<file path="src/rtl/clkdiv_pkg.sv">
package clkdiv_pkg;
  // default geometry of the divider
  localparam int unsigned DEF_NW   = 8;  // first-stage ratio width
  localparam int unsigned DEF_MW   = 6;  // post-divider ratio width
  localparam int unsigned DEF_NMIN = 8;  // smallest first-stage ratio
endpackage

</file>
<file path="src/rtl/clkdiv_ratio_sel.sv">
module clkdiv_ratio_sel #(
  parameter int unsigned NW   = clkdiv_pkg::DEF_NW,
  parameter int unsigned MW   = clkdiv_pkg::DEF_MW,
  parameter int unsigned NMIN = clkdiv_pkg::DEF_NMIN
) (
  input  logic          clk,
  input  logic          rst_n,
  input  logic          load,
  input  logic          sel_b,
  input  logic [NW-1:0] ratio_a,
  input  logic [NW-1:0] ratio_b,
  input  logic [MW-1:0] post_div,
  output logic [NW-1:0] nxt_n,
  output logic [MW-1:0] nxt_m,
  output logic [NW-1:0] cur_n,
  output logic [MW-1:0] cur_m
);
  localparam logic [NW-1:0] N_FLOOR = NW'(NMIN);

  function automatic logic [NW-1:0] clamp_ratio(input logic [NW-1:0] r);
    return (r < N_FLOOR) ? N_FLOOR : r;
  endfunction

  function automatic logic [MW-1:0] clamp_post(input logic [MW-1:0] p);
    return (p == '0) ? MW'(1) : p;
  endfunction

  logic [NW-1:0] picked;
  assign picked = sel_b ? ratio_b : ratio_a;
  assign nxt_n  = load ? clamp_ratio(picked)   : cur_n;
  assign nxt_m  = load ? clamp_post(post_div)  : cur_m;

  always_ff @(posedge clk or negedge rst_n) begin
    if (!rst_n) begin
      cur_n <= N_FLOOR;
      cur_m <= MW'(1);
    end else begin
      cur_n <= nxt_n;
      cur_m <= nxt_m;
    end
  end

  assert_ratio_floor_R2: assert property (@(posedge clk) disable iff (!rst_n)
    cur_n >= N_FLOOR);
  assert_post_nonzero_R4: assert property (@(posedge clk) disable iff (!rst_n)
    cur_m != '0);
  assert_hold_midperiod_R6: assert property (@(posedge clk) disable iff (!rst_n)
    !load |=> ($stable(cur_n) && $stable(cur_m)));
endmodule

</file>
<file path="src/rtl/clkdiv_counter.sv">
module clkdiv_counter #(
  parameter int unsigned NW = clkdiv_pkg::DEF_NW,
  parameter int unsigned MW = clkdiv_pkg::DEF_MW
) (
  input  logic          clk,
  input  logic          rst_n,
  input  logic          clear,
  input  logic [NW-1:0] cur_n,
  input  logic [MW-1:0] cur_m,
  output logic [NW-1:0] nxt_cnt,
  output logic [MW-1:0] nxt_k,
  output logic          end_all,
  output logic [NW-1:0] cnt,
  output logic [MW-1:0] k
);
  logic end_s1;
  assign end_s1  = (cnt == cur_n - NW'(1));
  assign end_all = end_s1 && (k == cur_m - MW'(1));

  always_comb begin
    if (clear) begin
      nxt_cnt = '0;
      nxt_k   = '0;
    end else if (end_s1) begin
      nxt_cnt = '0;
      nxt_k   = end_all ? '0 : k + MW'(1);
    end else begin
      nxt_cnt = cnt + NW'(1);
      nxt_k   = k;
    end
  end

  always_ff @(posedge clk or negedge rst_n) begin
    if (!rst_n) begin
      cnt <= '0;
      k   <= '0;
    end else begin
      cnt <= nxt_cnt;
      k   <= nxt_k;
    end
  end

  assert_cnt_bound_R7: assert property (@(posedge clk) disable iff (!rst_n)
    cnt < cur_n);
  assert_post_bound_R3: assert property (@(posedge clk) disable iff (!rst_n)
    k < cur_m);
endmodule

</file>
<file path="src/rtl/clkdiv_dual_preset.sv">
module clkdiv_dual_preset #(
  parameter int unsigned NW   = clkdiv_pkg::DEF_NW,
  parameter int unsigned MW   = clkdiv_pkg::DEF_MW,
  parameter int unsigned NMIN = clkdiv_pkg::DEF_NMIN
) (
  input  logic          clk_ref,
  input  logic          rst_n,
  input  logic [NW-1:0] ratio_a,
  input  logic [NW-1:0] ratio_b,
  input  logic          sel_b,
  input  logic [MW-1:0] post_div,
  input  logic          init_done,
  output logic          clk_out
);
  // high phase of a position (c within first stage, q within post stage)
  function automatic logic phase_high(input logic [NW-1:0] c, input logic [MW-1:0] q,
                                      input logic [NW-1:0] n, input logic [MW-1:0] m);
    if (m == MW'(1)) return c < (n >> 1);
    return q < (m >> 1);
  endfunction

  logic          run_q;
  logic          out_q;
  logic          clear;
  logic          load;
  logic          end_all;
  logic [NW-1:0] nxt_n, cur_n, nxt_cnt, cnt;
  logic [MW-1:0] nxt_m, cur_m, nxt_k, k;

  assign clear = !init_done || !run_q;
  assign load  = clear || end_all;

  clkdiv_ratio_sel #(.NW(NW), .MW(MW), .NMIN(NMIN)) u_sel (
    .clk(clk_ref), .rst_n(rst_n), .load(load), .sel_b(sel_b),
    .ratio_a(ratio_a), .ratio_b(ratio_b), .post_div(post_div),
    .nxt_n(nxt_n), .nxt_m(nxt_m), .cur_n(cur_n), .cur_m(cur_m)
  );

  clkdiv_counter #(.NW(NW), .MW(MW)) u_cnt (
    .clk(clk_ref), .rst_n(rst_n), .clear(clear), .cur_n(cur_n), .cur_m(cur_m),
    .nxt_cnt(nxt_cnt), .nxt_k(nxt_k), .end_all(end_all), .cnt(cnt), .k(k)
  );

  always_ff @(posedge clk_ref or negedge rst_n) begin
    if (!rst_n) begin
      run_q <= 1'b0;
      out_q <= 1'b0;
    end else begin
      run_q <= init_done;
      out_q <= init_done && phase_high(nxt_cnt, nxt_k, nxt_n, nxt_m);
    end
  end

  assign clk_out = out_q;

  assert_squelch_R5: assert property (@(posedge clk_ref) disable iff (!rst_n)
    !init_done |=> !clk_out);
  assert_period_starts_high_R7: assert property (@(posedge clk_ref) disable iff (!rst_n)
    (run_q && cnt == '0 && k == '0) |-> clk_out);
  assert_low_phase_R7: assert property (@(posedge clk_ref) disable iff (!rst_n)
    (run_q && cur_m == MW'(1) && cnt == (cur_n >> 1)) |-> !clk_out);
endmodule

</file>
<file path="config.mk">
export PLATFORM = sky130hd
export DESIGN_NAME = clkdiv_dual_preset
export DESIGN_NICKNAME = d
export VERILOG_FILES = /design/src/rtl/clkdiv_pkg.sv /design/src/rtl/clkdiv_ratio_sel.sv /design/src/rtl/clkdiv_counter.sv /design/src/rtl/clkdiv_dual_preset.sv
export SDC_FILE = /design/constraint.sdc
export NUM_CORES = 1
export LEC_CHECK = 0
export BUFFER_PORTS_ARGS = -buffer_cell sky130_fd_sc_hd__buf_2
export CAP_MARGIN = 20
export CORE_AREA = 2 2 63 65
export CTS_BUF_LIST = sky130_fd_sc_hd__clkbuf_4 sky130_fd_sc_hd__clkbuf_8
export CTS_CLUSTER_DIAMETER = 60
export DETAILED_ROUTE_END_ITERATION = 8
export DIE_AREA = 0 0 65 67
export PLACE_DENSITY = 0.8
export SLEW_MARGIN = 20
export SYNTH_ARGS = -nofsm -noshare
export SYNTH_HDL_FRONTEND = slang
export SYNTH_SLANG_ARGS = --single-unit
</file>
<file path="constraint.sdc">
create_clock -name clk_ref -period 4 [get_ports clk_ref]
set_clock_uncertainty 0.05 [all_clocks]
set_input_delay 0.4 -clock clk_ref [delete_from_list [all_inputs] [get_ports clk_ref]]
set_output_delay 0.4 -clock clk_ref [all_outputs]
set_load 0.1 [all_outputs]
</file>
# Word level (Yosys, flattened, before mapping)
# Cells that the tools add are included.
word_totals:
  ff_bits: 30
  in_bits: 26
  out_inout_bits: 1
  word_cells: 37
classes:
  addsub: 4
  order_cmp: 3
  n_eq_ne: 3
  muxes: 13
  reduce_logical: 7
op_table:
  columns: ["cell", "n"]
  rows:
  - ["$mux W8", 5]
  - ["$mux W6", 5]
  - ["$add A8 B1 Y8 const B", 1]
  - ["$eq A8 B8 Y1", 1]
  - ["$lt A8 B4 Y1 const B", 1]
  - ["$lt A8 B7 Y1", 1]
  - ["$sub A8 B1 Y8 const B", 1]
  - ["$add A6 B1 Y6 const B", 1]
  - ["$eq A6 B1 Y1 const B", 1]
  - ["$eq A6 B6 Y1", 1]
  - ["$logic_not A6 Y1", 1]
  - ["$lt A6 B5 Y1", 1]
  - ["$sub A6 B1 Y6 const B", 1]
  - ["$mux W1", 3]
  - ["$logic_and A1 B1 Y1", 2]
  - ["$logic_not A1 Y1", 2]
  - ["$logic_or A1 B1 Y1", 2]

# Depth between registers and ports, before layout
# Gate-level depths: netlist of run 1.
logic_depth:
  word_depth: 9
  ltp_mapped: 17
  mapped_depth_nobuf: 15

# Hierarchy
# Synthesis of run 1 repeated with hierarchy kept, for this count alone.
unflattened:
  hier_cells: 231
  area_unflattened_um2: 2132.0
by_module_without_submodules:
  columns: ["module", "n_inst", "cells_per_inst", "area_each_um2"]
  rows:
  - ["clkdiv_counter", 1, 126, 1108.6]
  - ["clkdiv_ratio_sel", 1, 56, 659.4]
  - ["clkdiv_dual_preset", 1, 49, 364.1]

# Worst setup path after synthesis of run 1
# OpenSTA, ideal clock, no wires.
synth_path:
  path_type: "reg-to-reg"
  start: "reg u_sel.cur_n[0]"
  end: "reg out_q, in the netlist clk_out"
  t_arrival_ns: 3.434
  required_ns: 3.872
  path_slack_ns: 0.439
  path_stages_with_launch: 16
  path_buffers: 2
  period_less_slack_ns: 3.561
  cell_sequence: "dfrtp_1 -> inv_1 -> ha_1 -> xor2_1 -> o211ai_1 -> a211o_1 -> a311oi_1 -> a31o_1 -> buf_6 -> buf_6 -> mux2i_1 -> ha_1 -> a21o_1 -> a21o_1 -> a2111oi_2 -> o2bb2ai_1"
synth_via:
  elab_chain_cells: 9
  elab_cells_between_ends: 18
  classes_between: "add/sub (1); order compare (2); eq/ne (2); mux (10); reduce/logical (3)"
synth_rtl:
  columns: ["item", "line_no", "rtl"]
  rows:
  - ["start: declaration", "clkdiv_ratio_sel.sv:15", "output logic [NW-1:0] cur_n,"]
  - ["start signal: assignment", "clkdiv_ratio_sel.sv:38", "cur_n <= nxt_n;"]
  - ["$sub A8 B1 Y8 *", "clkdiv_counter.sv:17", "assign end_s1 = (cnt == cur_n - NW'(1));"]
  - ["$eq A8 B8 Y1 *", "clkdiv_counter.sv:17", null]
  - ["$logic_and A1 B1 Y1", "clkdiv_counter.sv:18", "assign end_all = end_s1 && (k == cur_m - MW'(1));"]
  - ["$logic_or A1 B1 Y1 / $mux W6 (equally long branches)", "clkdiv_dual_preset.sv:31, clkdiv_counter.sv:26", null]
  - ["$mux W8 (tied with other cells)", "clkdiv_ratio_sel.sv:30", "assign nxt_n = load ? clamp_ratio(picked) : cur_n;"]
  - ["$lt A8 B7 Y1 (tied with other cells)", "clkdiv_dual_preset.sv:18", "if (m == MW'(1)) return c < (n >> 1);"]
  - ["$mux W1 / $lt A6 B5 Y1 (equally long branches)", "clkdiv_dual_preset.sv:18, clkdiv_dual_preset.sv:19", null]
  - ["$mux W1 *", "clkdiv_dual_preset.sv:19", "return q < (m >> 1);"]
  - ["$logic_and A1 B1 Y1 *", "clkdiv_dual_preset.sv:50", "out_q <= init_done && phase_high(nxt_cnt, nxt_k, nxt_n, nxt_m);"]
  - ["end signal: assignment", "clkdiv_dual_preset.sv:50", null]
  - ["end: declaration", "clkdiv_dual_preset.sv:23", "logic out_q;"]
# Every way passes the cells marked *; elsewhere a longest branch is shown, timed or not. The select of a mux whose other input is x is not followed.
# A chain may end at the register's enable or synchronous reset.

# Worst setup path after layout of run 1
layout_path:
  start: "reg u_sel.cur_n[1]"
  end: "reg out_q, in the netlist clk_out"
layout_via:
  elab_chain_cells: 9
  elab_cells_between_ends: 18
  classes_between: "add/sub (1); order compare (2); eq/ne (2); mux (10); reduce/logical (3)"
layout_rtl:
  columns: ["item", "line_no"]
  rows:
  - ["$sub A8 B1 Y8", "clkdiv_counter.sv:17"]
  - ["$eq A8 B8 Y1", "clkdiv_counter.sv:17"]
  - ["$logic_and A1 B1 Y1", "clkdiv_counter.sv:18"]
  - ["$logic_or A1 B1 Y1 / $mux W6 (equally long branches)", "clkdiv_dual_preset.sv:31, clkdiv_counter.sv:26"]
  - ["$mux W8 (tied with other cells)", "clkdiv_ratio_sel.sv:30"]
  - ["$lt A8 B7 Y1 (tied with other cells)", "clkdiv_dual_preset.sv:18"]
  - ["$mux W1 / $lt A6 B5 Y1 (equally long branches)", "clkdiv_dual_preset.sv:18, clkdiv_dual_preset.sv:19"]
  - ["$mux W1 *", "clkdiv_dual_preset.sv:19"]
  - ["$logic_and A1 B1 Y1 *", "clkdiv_dual_preset.sv:50"]
# Marks and branches as above.

==> metrics list, run 1 <==
- Run status: completed
- Number of synthesized flops with an enable pin: 0
* Critical path endpoint category: flop
- In the routed design, unresolved DRC markers number 0.
- Counting cells, the worst reg-to-reg path comes to 13.
* Clock transition at the registers of the reported paths: 70 ps
- Sort of element at the start of the critical path: flop
- The initial antenna violation count was 0.
- Synth Net Count: 268
- # diodes: 0
- Power spread over the standard cell area amounts to between 300 and 400 nW/µm².
* Highest ir drop seen on vdd: roughly 0.26 mV
- Row count: 22
- The tightest min-delay check is of the in -> async type.
* Combined global-route utilization of all metal layers: 0.2611
- Wire length per cell: 16.11 µm
* IO Count: 27
- In this run the post-CTS setup repair buffer count came out at 0.
* Commonest register cell after synthesis: sky130_fd_sc_hd__dfrtp_1
- The die covers 4355 µm².
- Entering global routing, the biggest net connects 31 pins.
- The largest single stage delay on the critical path is around 510 ps.
- GP Congestion: 0.8765
* Filler Cells Inserted: 281
- Summed negative setup slack over all endpoints: 0 ps
* DP Wirelength: around 3800 µm
- Post-Layout Inst Area: 2440 µm²
* Number of warning messages in the yosys log: 0
* F_max: 264.3 MHz
* Crit Path Class: reg -> reg
- Setup Viol. Count Final: 0
- Global route overflow: 0
- Wire length of the first global-routing pass: 8328 µm
- CTS placed an instance of sky130_fd_sc_hd__clkbuf_8 at the clock tree root.
- Worst r2r dst: clk_out
- Cell types with the highest counts after synthesis: 28 x sky130_fd_sc_hd__dfrtp_1, 20 x sky130_fd_sc_hd__nand2_1, 20 x sky130_fd_sc_hd__nor2_1, 15 x sky130_fd_sc_hd__inv_1, 15 x sky130_fd_sc_hd__xor2_1
* Synth top area cells: sky130_fd_sc_hd__dfrtp_1 33%, sky130_fd_sc_hd__ha_1 8.2%, sky130_fd_sc_hd__xor2_1 6.2%
- Power Total: 0.0008037 W
- The placed instances occupy a cell area of 2322 µm².
* Crit-path max FO: 11
* Fraction of synthesized cell area taken by the top area cell type: 0.3281
* Final Hold Violating Endpoints: 0
- Synthesis produced a netlist whose cell count is 228.
- Of all flip-flops after synthesis, the portion carrying an async set or reset was 1.000.
- In this run the deepest clock path goes through 2 buffers.
- Clock tree synthesis inserted a total of 5 buffers.
- The H-tree generated during clock tree synthesis spans 2 levels.
* Flip-flop and latch count after synthesis: 30
* Final clock period utilization by the worst path: 0.9459
* 1st-pass router iterations: 5
* Average cell area after synthesis: 9.368 µm²
* Max-cap check violation count: 0
* Worst EP required: 4160 ps
- Final count of pins violating max slew: 0
- In this run the tightest slew margin relative to its limit is 0.5463.
- In this run the horizontal extent of the chip is approximately 65 µm.
- Clock latency on the worst-skew pair, taken at its later pin, is 290 ps.
- Startpoint of the most critical register-to-register path: u_sel.cur_n[1]
* Portion of the post-synthesis area used by sequential elements: 0.3527
- Count of buffers from port buffering: 26
- For this configuration, the core starts out at a cell density of 0.5923.
* Final Critical Period: about 3800 ps
- Worst Max-Slew Pin Slew: 680.5 ps
- Leakage Power: 1.199 nW
* Net count reported at finish: 300
- The count of nets left with antenna violations once routing finished came out at 0.
* Cell-by-cell listing of the critical path: inv_1 > ha_1 > xor2_1 > o211ai_1 > a211o_1 > a311oi_1 > a31o_1 > mux2i_1 > ha_1 > a21o_1 > a21o_1 > a2111oi_2 > o2bb2ai_1
- TritonCTS built the clock tree.
- Leading area contributor after synthesis: sky130_fd_sc_hd__dfrtp_1
* Core outline area: between 3000 and 4000 µm²
- STA puts the critical path data arrival time at 3940 ps.
- Crit-path slowest cell: sky130_fd_sc_hd__a31o_1
- Worst setup slack for register-to-register paths: 220 ps
- Unique masters post-synth: 48
- First DRT Iteration DRCs: 146
* Via/cell ratio: 5.845
* Sink Count: 30
* Height of the die: 67 µm
- Share of layout cells above drive strength 1: 0.2261
* Via count of the first global-routing pass: approximately 1800
* Total number of vias: 1806
- Synth Cell Area: 2136 µm²
* Setup repair after global routing missed its margin: false
- Yosys instantiated no cell more often than sky130_fd_sc_hd__dfrtp_1.
* Total wire length after detailed routing: 4979 µm
- From synthesis to final layout, the design area changed by 14.24%.
[state kept, by name, indices dropped and copies added (netlist names)]
signal	flops
u_cnt.cnt	8
u_sel.cur_n	8
u_cnt.k	6
u_sel.cur_m	6
clk_out	1
run_q	1
[worst max path at each step]
| stage | slack (ps) | startpoint | endpoint |
|---|---|---|---|
| final | 220 | u_sel.cur_n[1] | clk_out |
| after global routing | 20 | u_sel.cur_n[0] | clk_out |
| after CTS | 190 | u_sel.cur_n[1] | clk_out |
| after floorplan | 440 | u_sel.cur_n[0] | clk_out |
| after detailed placement | 250 | u_sel.cur_n[1] | clk_out |
| after global placement | 410 | u_sel.cur_n[0] | clk_out |
[stage by stage]
stage	cells	util	hold slack, ps	setup WS (ps)
final	309	0.6766	101.9	216.4
after global routing	309	0.6766	150.7	23.66
after CTS	309	0.6756	110.5	186.5
after detailed placement	301	0.6440	420.6	252.7
after global placement	301	0.6440	419.2	410.1
after floorplan	228	-	54.41	438.7
[kinds of logic after synthesis]
| family | Yosys count | share of synthesized area |
|---|---|---|
| fa+ha+maj | 14 | 0.08202 |
| flops | 30 | 0.3527 |
| buf+inv | 21 | 0.04569 |
| xor+xnor | 28 | 0.1148 |
| mux | 19 | 0.09549 |
| compound gates | 35 | 0.1148 |
| simple gates | 81 | 0.1945 |
[critical path: cells and delay by family (launching register included)]
family / cells / cell delay [ps]
AOI/OAI and AO/OA: 8 / 2090
xor gates and xnor gates: 1 / 150
adders and majority gates: 2 / 570
buffers and inverters: 1 / 80
DFF: 1 / 420
muxes: 1 / 320
[repair_timing]
action                                  in CTS  in global routing
hold buffers                                 0                  0
hold endpoints to repair                     0                  0
gates resized for setup                      0                  3
endpoints found under the setup margin       0                  1
[cells in the final DEF (no fill, tap or decap), drive strengths merged, types with 4 or more instances in the layout]
master / netlist / routed
a211oi: 4 / 4
and3: 6 / 6
buf: 3 / 31
clkbuf: 3 / 7
dfrtp: 28 / 28
ha: 14 / 14
inv: 15 / 15
mux2: 8 / 8
mux2i: 11 / 11
nand2: 20 / 20
nand3: 5 / 5
nand4: 4 / 4
nor2: 21 / 21
nor3: 8 / 8
o21ai: 11 / 11
or4: 4 / 4
xnor2: 13 / 13
xor2: 15 / 15
[per-layer routing]
| metal | vias to the layer above | GRT usage | wire length [µm] |
|---|---|---|---|
| li1 | 869 | - | - |
| met3 | 8 | 0.05743 | 339 |
| met1 | 860 | 0.3337 | 2286 |
| met4 | 0 | 0.1144 | 111 |
| met5 | - | 0 | 0 |
| met2 | 69 | 0.4240 | 2240 |
[power breakdown]
part	switching (W)	internal (W)
registers	0.0000226	0.000322
clock network	0.000116	0.000200
logic	0.0000810	0.0000620
total	0.000220	0.000584
[area by class of cell]
cell class              count  area (µm²)  area share
multi-input cells         177        1286      0.5272
well taps                  48       60.06     0.02462
inverters                  15       56.30     0.02308
clock buffers               7       83.83     0.03436
clock inverters             1       30.03     0.01231
flip-flops and latches     30       755.7      0.3097
repair buffers             31       167.7     0.06872
No activity file was read; power rests on OpenSTA's default activity.
==> inputs of run 2 (changes only) <==
--- a/config.mk
+++ b/config.mk
@@ -13,6 +13,7 @@
 export DETAILED_ROUTE_END_ITERATION = 8
 export DIE_AREA = 0 0 65 67
 export PLACE_DENSITY = 0.8
+export RECOVER_POWER = 25
 export SLEW_MARGIN = 20
 export SYNTH_ARGS = -nofsm -noshare
 export SYNTH_HDL_FRONTEND = slang
==> metrics list, run 2 (synthesized netlist as in run 1, its figures left out) <==
* Run status: finished, violations left
- Violations in the final reports: max-capacitance violations, max-slew violations
- Highest ir drop seen on vdd: 0.2612 mV
* 1st-pass router iterations: 4
* Commonest cells after routing, fill and taps aside: 26 x sky130_fd_sc_hd__dfrtp_1, 24 x sky130_fd_sc_hd__buf_2, 20 x sky130_fd_sc_hd__nor2_1, 20 x sky130_fd_sc_hd__nand2_1
* Power Total: 0.0008037 W
- DRC viols: 0
- STA classifies the critical path endpoint as a flop.
- The number of max-slew violations in the final report is 31.
* Total wire length after detailed routing: around 5000 µm
- Dividing the detail-routed wire length by the instance count gives 16.11 µm.
- Setup repair after global routing missed its margin: false
- Max-cap check violation count: 1
- Static timing analysis puts the maximum clock frequency at 264.5 MHz.
- The initial utilization of the core area, before any placement, comes to 0.5923.
- The region available for standard cell placement spans between 3000 and 4000 µm².
- STA classifies the critical path startpoint as a flop.
- IO Count: 27
- Combined global-route utilization of all metal layers: 0.2611
- The critical path goes through inv_1 > ha_1 > xor2_1 > o211ai_1 > a211o_1 > a311oi_1 > a31o_1 > mux2i_1 > ha_1 > a21o_1 > a21o_1 > a2111oi_2 > o2bb2ai_1.
- The net count of the finished layout is 300.
- # diodes: 0
- Of the cells placed in the final design, the portion with a size suffix greater than 1 is 0.2184.
* Sink Count: 30
- The congestion estimate from routability-driven global placement came to 0.8765.
- The largest registers in the layout are u_cnt.cnt: 8 flops, u_sel.cur_n: 8 flops.
* Crit Path Class: reg -> reg
- Setup Viol. Count Final: 0
* Total number of vias: between 1500 and 2000
- The critical path starts at u_sel.cur_n[1].
* Final Critical Period: ~3800 ps
- STA puts the critical path data required time at about 4200 ps.
- In this run the number of H-tree levels came out at 2.
* Final Hold Violating Endpoints: 0
* Clock transition at the registers of the reported paths: 70 ps
* Summed negative setup slack over all endpoints: 0 ps
- Summed over all cells, the static leakage comes to 1.193 nW.
- The count of nets left with antenna violations once routing finished came out at 0.
* Row count: 22
* PwrDens: 329.7 nW/µm²
- Clock Tree Buf Depth: 2
- Die area: 4355 µm²
* Cts bufs inserted: 5
- Of all nets on the critical path, the largest fanout is 11.
- Startpoint of the most critical register-to-register path: u_sel.cur_n[1]
- TritonCTS clock tree: built
- In this run the tool buffered the top-level ports with 26 buffer cells.
- Dividing the final minimum period by the clock period gives 0.9453.
- Buffers inserted to repair hold after CTS numbered 0.
- The tree is rooted in a sky130_fd_sc_hd__clkbuf_8.
- Clock network latency to the later pin of the worst-skew pair: 290 ps
- Initial antenna violation count: 0
- Worst hold-check path type: in -> reg
* Global route overflow: 0
* Synth-to-layout area growth: 14.12%
- Headroom to the max-slew limit: -0.09050
- Multi-input combinational cell area: 1286 µm²
- The floorplan step set the die width to 65 µm.
- The slowest stage of the critical path belongs to the cell sky130_fd_sc_hd__a31o_1.
- Commonest non-fill, non-tap cell in the layout: sky130_fd_sc_hd__dfrtp_1
- Counting cells, the worst reg-to-reg path comes to 13.
- In this run the register-to-register setup slack is 220 ps.
- Height of the die: 67 µm
- Critical path destination: clk_out
- The first global-routing pass estimated 8328 µm of wire.
- The via count of the first global-routing pass was 1839.
* Filler Cells Inserted: 282
- Footprint of the flip-flops and latches: 755.7 µm²
* Pin count of the biggest net entering global routing: 31
- DP Wirelength: 3765 µm
- Dividing the detail-routed via count by the number of cells gives between 5 and 6.
- For this run, the slowest stage of the critical path takes 510 ps.
- In this run, the number of DRC markers left after iteration 0 of detailed routing was 143.
* Worst Max-Slew Pin Slew: 1636 ps
* Worst r2r dst: clk_out
* Data arrival, critical path: 3940 ps
## run 2: stage by stage
step	utilization	hold slack (ps)	worst slack, ps	std cells	area, µm²
2_1_floorplan	-	54.41	438.7	228	2136
3_3_place_gp	0.6440	419.2	410.1	301	2322
3_5_place_dp	0.6440	420.6	252.7	301	2322
4_1_cts	0.6756	110.5	186.5	309	2436
5_1_grt	0.6759	241.6	23.66	309	2437
6_report	0.6759	231.2	218.8	309	2437
## run 2: layout make-up
cell class / count / area share
repair buffers: 31 / 0.06776
inverters: 15 / 0.02310
clock buffers: 7 / 0.03439
multi-input cells: 177 / 0.5277
clock inverters: 1 / 0.01232
flip-flops and latches: 30 / 0.3101
well taps: 48 / 0.02464
## run 2: layer usage
layer  up-vias  wire length (µm)  GRT usage
met3         8               327    0.05743
met2        68              2228     0.4240
met1       860              2308     0.3337
met5         -                 0          0
li1        870                 -          -
met4         0               113     0.1144
## run 2: critical path: cells and delay by family, from the launching register on
| family | cells | cell delay [ps] |
|---|---|---|
| AOI/OAI and AO/OA | 8 | 2090 |
| buffers and inverters | 1 | 80 |
| muxes | 1 | 320 |
| DFF | 1 | 420 |
| adders and majority gates | 2 | 570 |
| xor gates and xnor gates | 1 | 150 |
## run 2: worst min path at each step
stage | from | endpoint | slack [ps] | cells after the start
floorplan | rst_n | clk_out | 50 | 0
global placement | rst_n | u_cnt.cnt[3] | 420 | 1
detailed placement | rst_n | u_cnt.cnt[3] | 420 | 1
CTS | rst_n | u_cnt.k[2] | 110 | 1
global route | init_done | run_q | 240 | 1
finish | init_done | run_q | 230 | 1
## run 2: what timing repair did
action | in CTS | in global routing
setup endpoints to repair | 0 | 1
buffers inserted | 0 | 0
gates resized for setup | 0 | 3
## run 2: power breakdown
| part | switching [W] | internal, W | total, W |
|---|---|---|---|
| clock | 0.000116 | 0.000200 | 0.000316 |
| combinational | 0.0000811 | 0.0000617 | 0.000143 |
| sequential | 0.0000227 | 0.000322 | 0.000345 |
| total | 0.000220 | 0.000583 | 0.000804 |
==> inputs of run 3 (changes only) <==
--- a/config.mk
+++ b/config.mk
@@ -7,12 +7,11 @@
 export LEC_CHECK = 0
 export BUFFER_PORTS_ARGS = -buffer_cell sky130_fd_sc_hd__buf_2
 export CAP_MARGIN = 20
-export CORE_AREA = 2 2 63 65
+export CORE_AREA = 2 2 74 76
 export CTS_BUF_LIST = sky130_fd_sc_hd__clkbuf_4 sky130_fd_sc_hd__clkbuf_8
 export CTS_CLUSTER_DIAMETER = 60
 export DETAILED_ROUTE_END_ITERATION = 8
-export DIE_AREA = 0 0 65 67
-export PLACE_DENSITY = 0.8
+export DIE_AREA = 0 0 76 78
 export RECOVER_POWER = 25
 export SLEW_MARGIN = 20
 export SYNTH_ARGS = -nofsm -noshare
==> constraint.sdc (replaced) <==
create_clock -name clk_ref -period 3.8 [get_ports clk_ref]
set_clock_uncertainty 0.05 [all_clocks]
set_input_delay 0.38 -clock clk_ref [delete_from_list [all_inputs] [get_ports clk_ref]]
set_output_delay 0.38 -clock clk_ref [all_outputs]
set_load 0.1 [all_outputs]
==> metrics list, run 3 (synthesized netlist as in run 1, its figures left out) <==
- The flow ran to the end, but the final reports show violations.
- Violations in the final reports: max-capacitance violations, max-slew violations
* DP Wirelength: 3805 µm
- The tree is rooted in a sky130_fd_sc_hd__clkbuf_8.
* Final Hold Violating Endpoints: 0
- Wire length of the first global-routing pass: approximately 8200 µm
- For this run the aggregate overflow at the end of global routing stands at 0.
- Count of non-filler cells in the finished layout: about 330
- In the global route stage, met3 resource usage came out at 0.04302.
- The first routing iteration left approximately 110 violations.
- Number of nets with antenna violations after detailed routing: 0
* Die area: 5928 µm²
- Post-Layout Inst Area: 2464 µm²
* Combined global-route utilization of all metal layers: 0.1768
- Pin count of the biggest net entering global routing: 31
- The number of antenna diodes in the final layout is 0.
- The via count of the first global-routing pass came to 1646.
- Sort of element at the start of the critical path: flop
* Buffer count from post-CTS setup fixing: 0
- Crit Path Class: reg -> reg
- In this run the power density over the cells is 320.3 nW/µm².
* Cts bufs inserted: 5
- Placed instance area: 2350 µm²
- In the finished design, the share of the clock period the worst path needs comes to 0.9380.
* Summed negative setup slack over all endpoints: 0 ps
- For this block, the routed nets add up to between 4000 and 5000 µm of wire.
- Data arrives at the worst endpoint at around 3700 ps.
- GP Congestion: 0.7885
- Die X-Extent: between 70 and 80 µm
- Clock transition at the registers of the reported paths: 70 ps
- Worst Max-Slew Pin Slew: 1629 ps
* Effective utilization at floorplan: 0.4236
* Leakage Power: 1.186 nW
* TritonCTS clock tree: built
- Cell depth of the worst hold path: 1
* Max-cap check violation count: 1
- Count of buffers from port buffering: 26
- Core utilization of the finished layout: 0.4886
* Final count of pins violating max slew: 31
- Global-route met2 utilization: 0.2634
- Counting every sink on the clock net gives 30.
- For the worst flop-to-flop path, the logic depth is 14.
- Setup repair after global routing missed its margin: false
- Along the worst path, the maximum fanout reaches 13.
- Commonest cells after routing, fill and taps aside: 28 x sky130_fd_sc_hd__dfrtp_1, 24 x sky130_fd_sc_hd__buf_2, 20 x sky130_fd_sc_hd__nor2_1
* IO Count: 27
- F_max: 280.6 MHz
* Worst EP required: 3960 ps
* Row count: 26
- Setup violations remaining at the end of the flow were counted as 0.
* Highest ir drop seen on vdd: about 0.13 mV
- Met1 Resource Use GR: 0.2555
- The initial antenna violation count came to 0.
- The core region is ~5000 µm².
- Hold repair after CTS inserted 0 buffers.
- Total number of vias: approximately 1700
* Fin Hold WS: 216.3 ps
- Wire length per cell: 14.81 µm
- Commonest non-fill, non-tap cell in the layout: sky130_fd_sc_hd__dfrtp_1
* Synth-to-layout area growth: 15.35%
* Share of layout cells above drive strength 1: 0.2184
- Biggest regs: u_cnt.cnt: 8 flops, u_sel.cur_n: 8 flops
- In this run the vertical extent of the chip is slightly below 80 µm.
- Instance count after placement with tap cells included: approximately 320
- Clock Tree Buf Depth: 2
- 1st-pass router iterations: 4
- The routed design could run at a clock period as short as around 3600 ps.
* Headroom to the max-slew limit: -0.08584
- Worst hold-check path type: in -> reg
* GRT Max-Usage Layer: met2
* DRC viols: 0
- The later pin in the worst-skew pair is clocked with a latency of approximately 280 ps.
- The final layout contains 300 nets.
* Via/cell ratio: 5.248
- STA classifies the critical path endpoint as a flop.
* Depth of the CTS H-tree: 2
## run 3: cell count changes in the layout (fill, tap and decap cells not counted)
cell                         before  now
sky130_fd_sc_hd__a311oi_1         1    0
sky130_fd_sc_hd__a311oi_4         0    1
sky130_fd_sc_hd__bufinv_16        1    0
sky130_fd_sc_hd__clkbuf_4         2    0
sky130_fd_sc_hd__clkbuf_8         5    6
sky130_fd_sc_hd__clkinv_2         0    1
sky130_fd_sc_hd__clkinvlp_4       0    1
sky130_fd_sc_hd__dfrtp_1         26   28
sky130_fd_sc_hd__dfrtp_2          2    0
sky130_fd_sc_hd__nand2_1         20   19
sky130_fd_sc_hd__nand2_2          0    1
## run 3: power breakdown
part | switching [W] | internal, W
sequential | 0.0000197 | 0.000338
combinational | 0.0000898 | 0.0000675
clock | 0.000128 | 0.000145
total | 0.000238 | 0.000551
## run 3: layout make-up
type / instances / area, µm²
fill: 486 / 2579
inverter: 15 / 56.30
multi-input combinational: 177 / 1306
timing repair buffer: 31 / 165.2
clock buffer: 6 / 82.58
sequential: 30 / 753.2
clock inverter: 2 / 12.51
tap: 70 / 87.58
## run 3: metal layers
metal	vias to the layer above	wire, µm
met5	-	0
met2	41	2136
met3	2	198
met1	822	2539
met4	0	27
li1	872	-
## run 3: repair_timing
action / CTS / global route
endpoints found under the hold margin: 0 / 0
setup endpoints to repair: 0 / 1
resized for setup: 0 / 4
## run 3: critical path: stages (launching register included)
cell and delay [ps]:
sky130_fd_sc_hd__dfrtp_1 350, sky130_fd_sc_hd__inv_1 60, sky130_fd_sc_hd__ha_1 290, sky130_fd_sc_hd__xor2_1 150, sky130_fd_sc_hd__o211ai_1 100, sky130_fd_sc_hd__a211o_1 310
sky130_fd_sc_hd__a311oi_4 360, sky130_fd_sc_hd__a31o_1 210, sky130_fd_sc_hd__buf_4 220, sky130_fd_sc_hd__mux2i_1 270, sky130_fd_sc_hd__ha_1 280, sky130_fd_sc_hd__a21o_1 180
sky130_fd_sc_hd__a21o_1 180, sky130_fd_sc_hd__a2111oi_2 350, sky130_fd_sc_hd__o2bb2ai_1 150
## run 3: final timing paths
path                                 from              to  slack [ps]
setup / recovery           u_sel.cur_n[0]         clk_out         240
hold / removal                  init_done           run_q         220
setup reg to reg           u_sel.cur_n[0]         clk_out         240
hold reg to reg            u_sel.cur_n[7]  u_sel.cur_n[7]         520
max in group asynchronous           rst_n      u_cnt.k[0]        2290
min in group asynchronous           rst_n    u_cnt.cnt[4]         460
## run 3: metrics by stage
stage | setup WS [ps] | total power [W]
4_1_cts | 96.46 | 0.0007920
5_1_grt | 9.564 | 0.0008309
6_report | 235.7 | 0.0007890
2_1_floorplan | 238.7 | 0.0004656
3_5_place_dp | 127.3 | 0.0005176
3_3_place_gp | 206.0 | 0.0005171
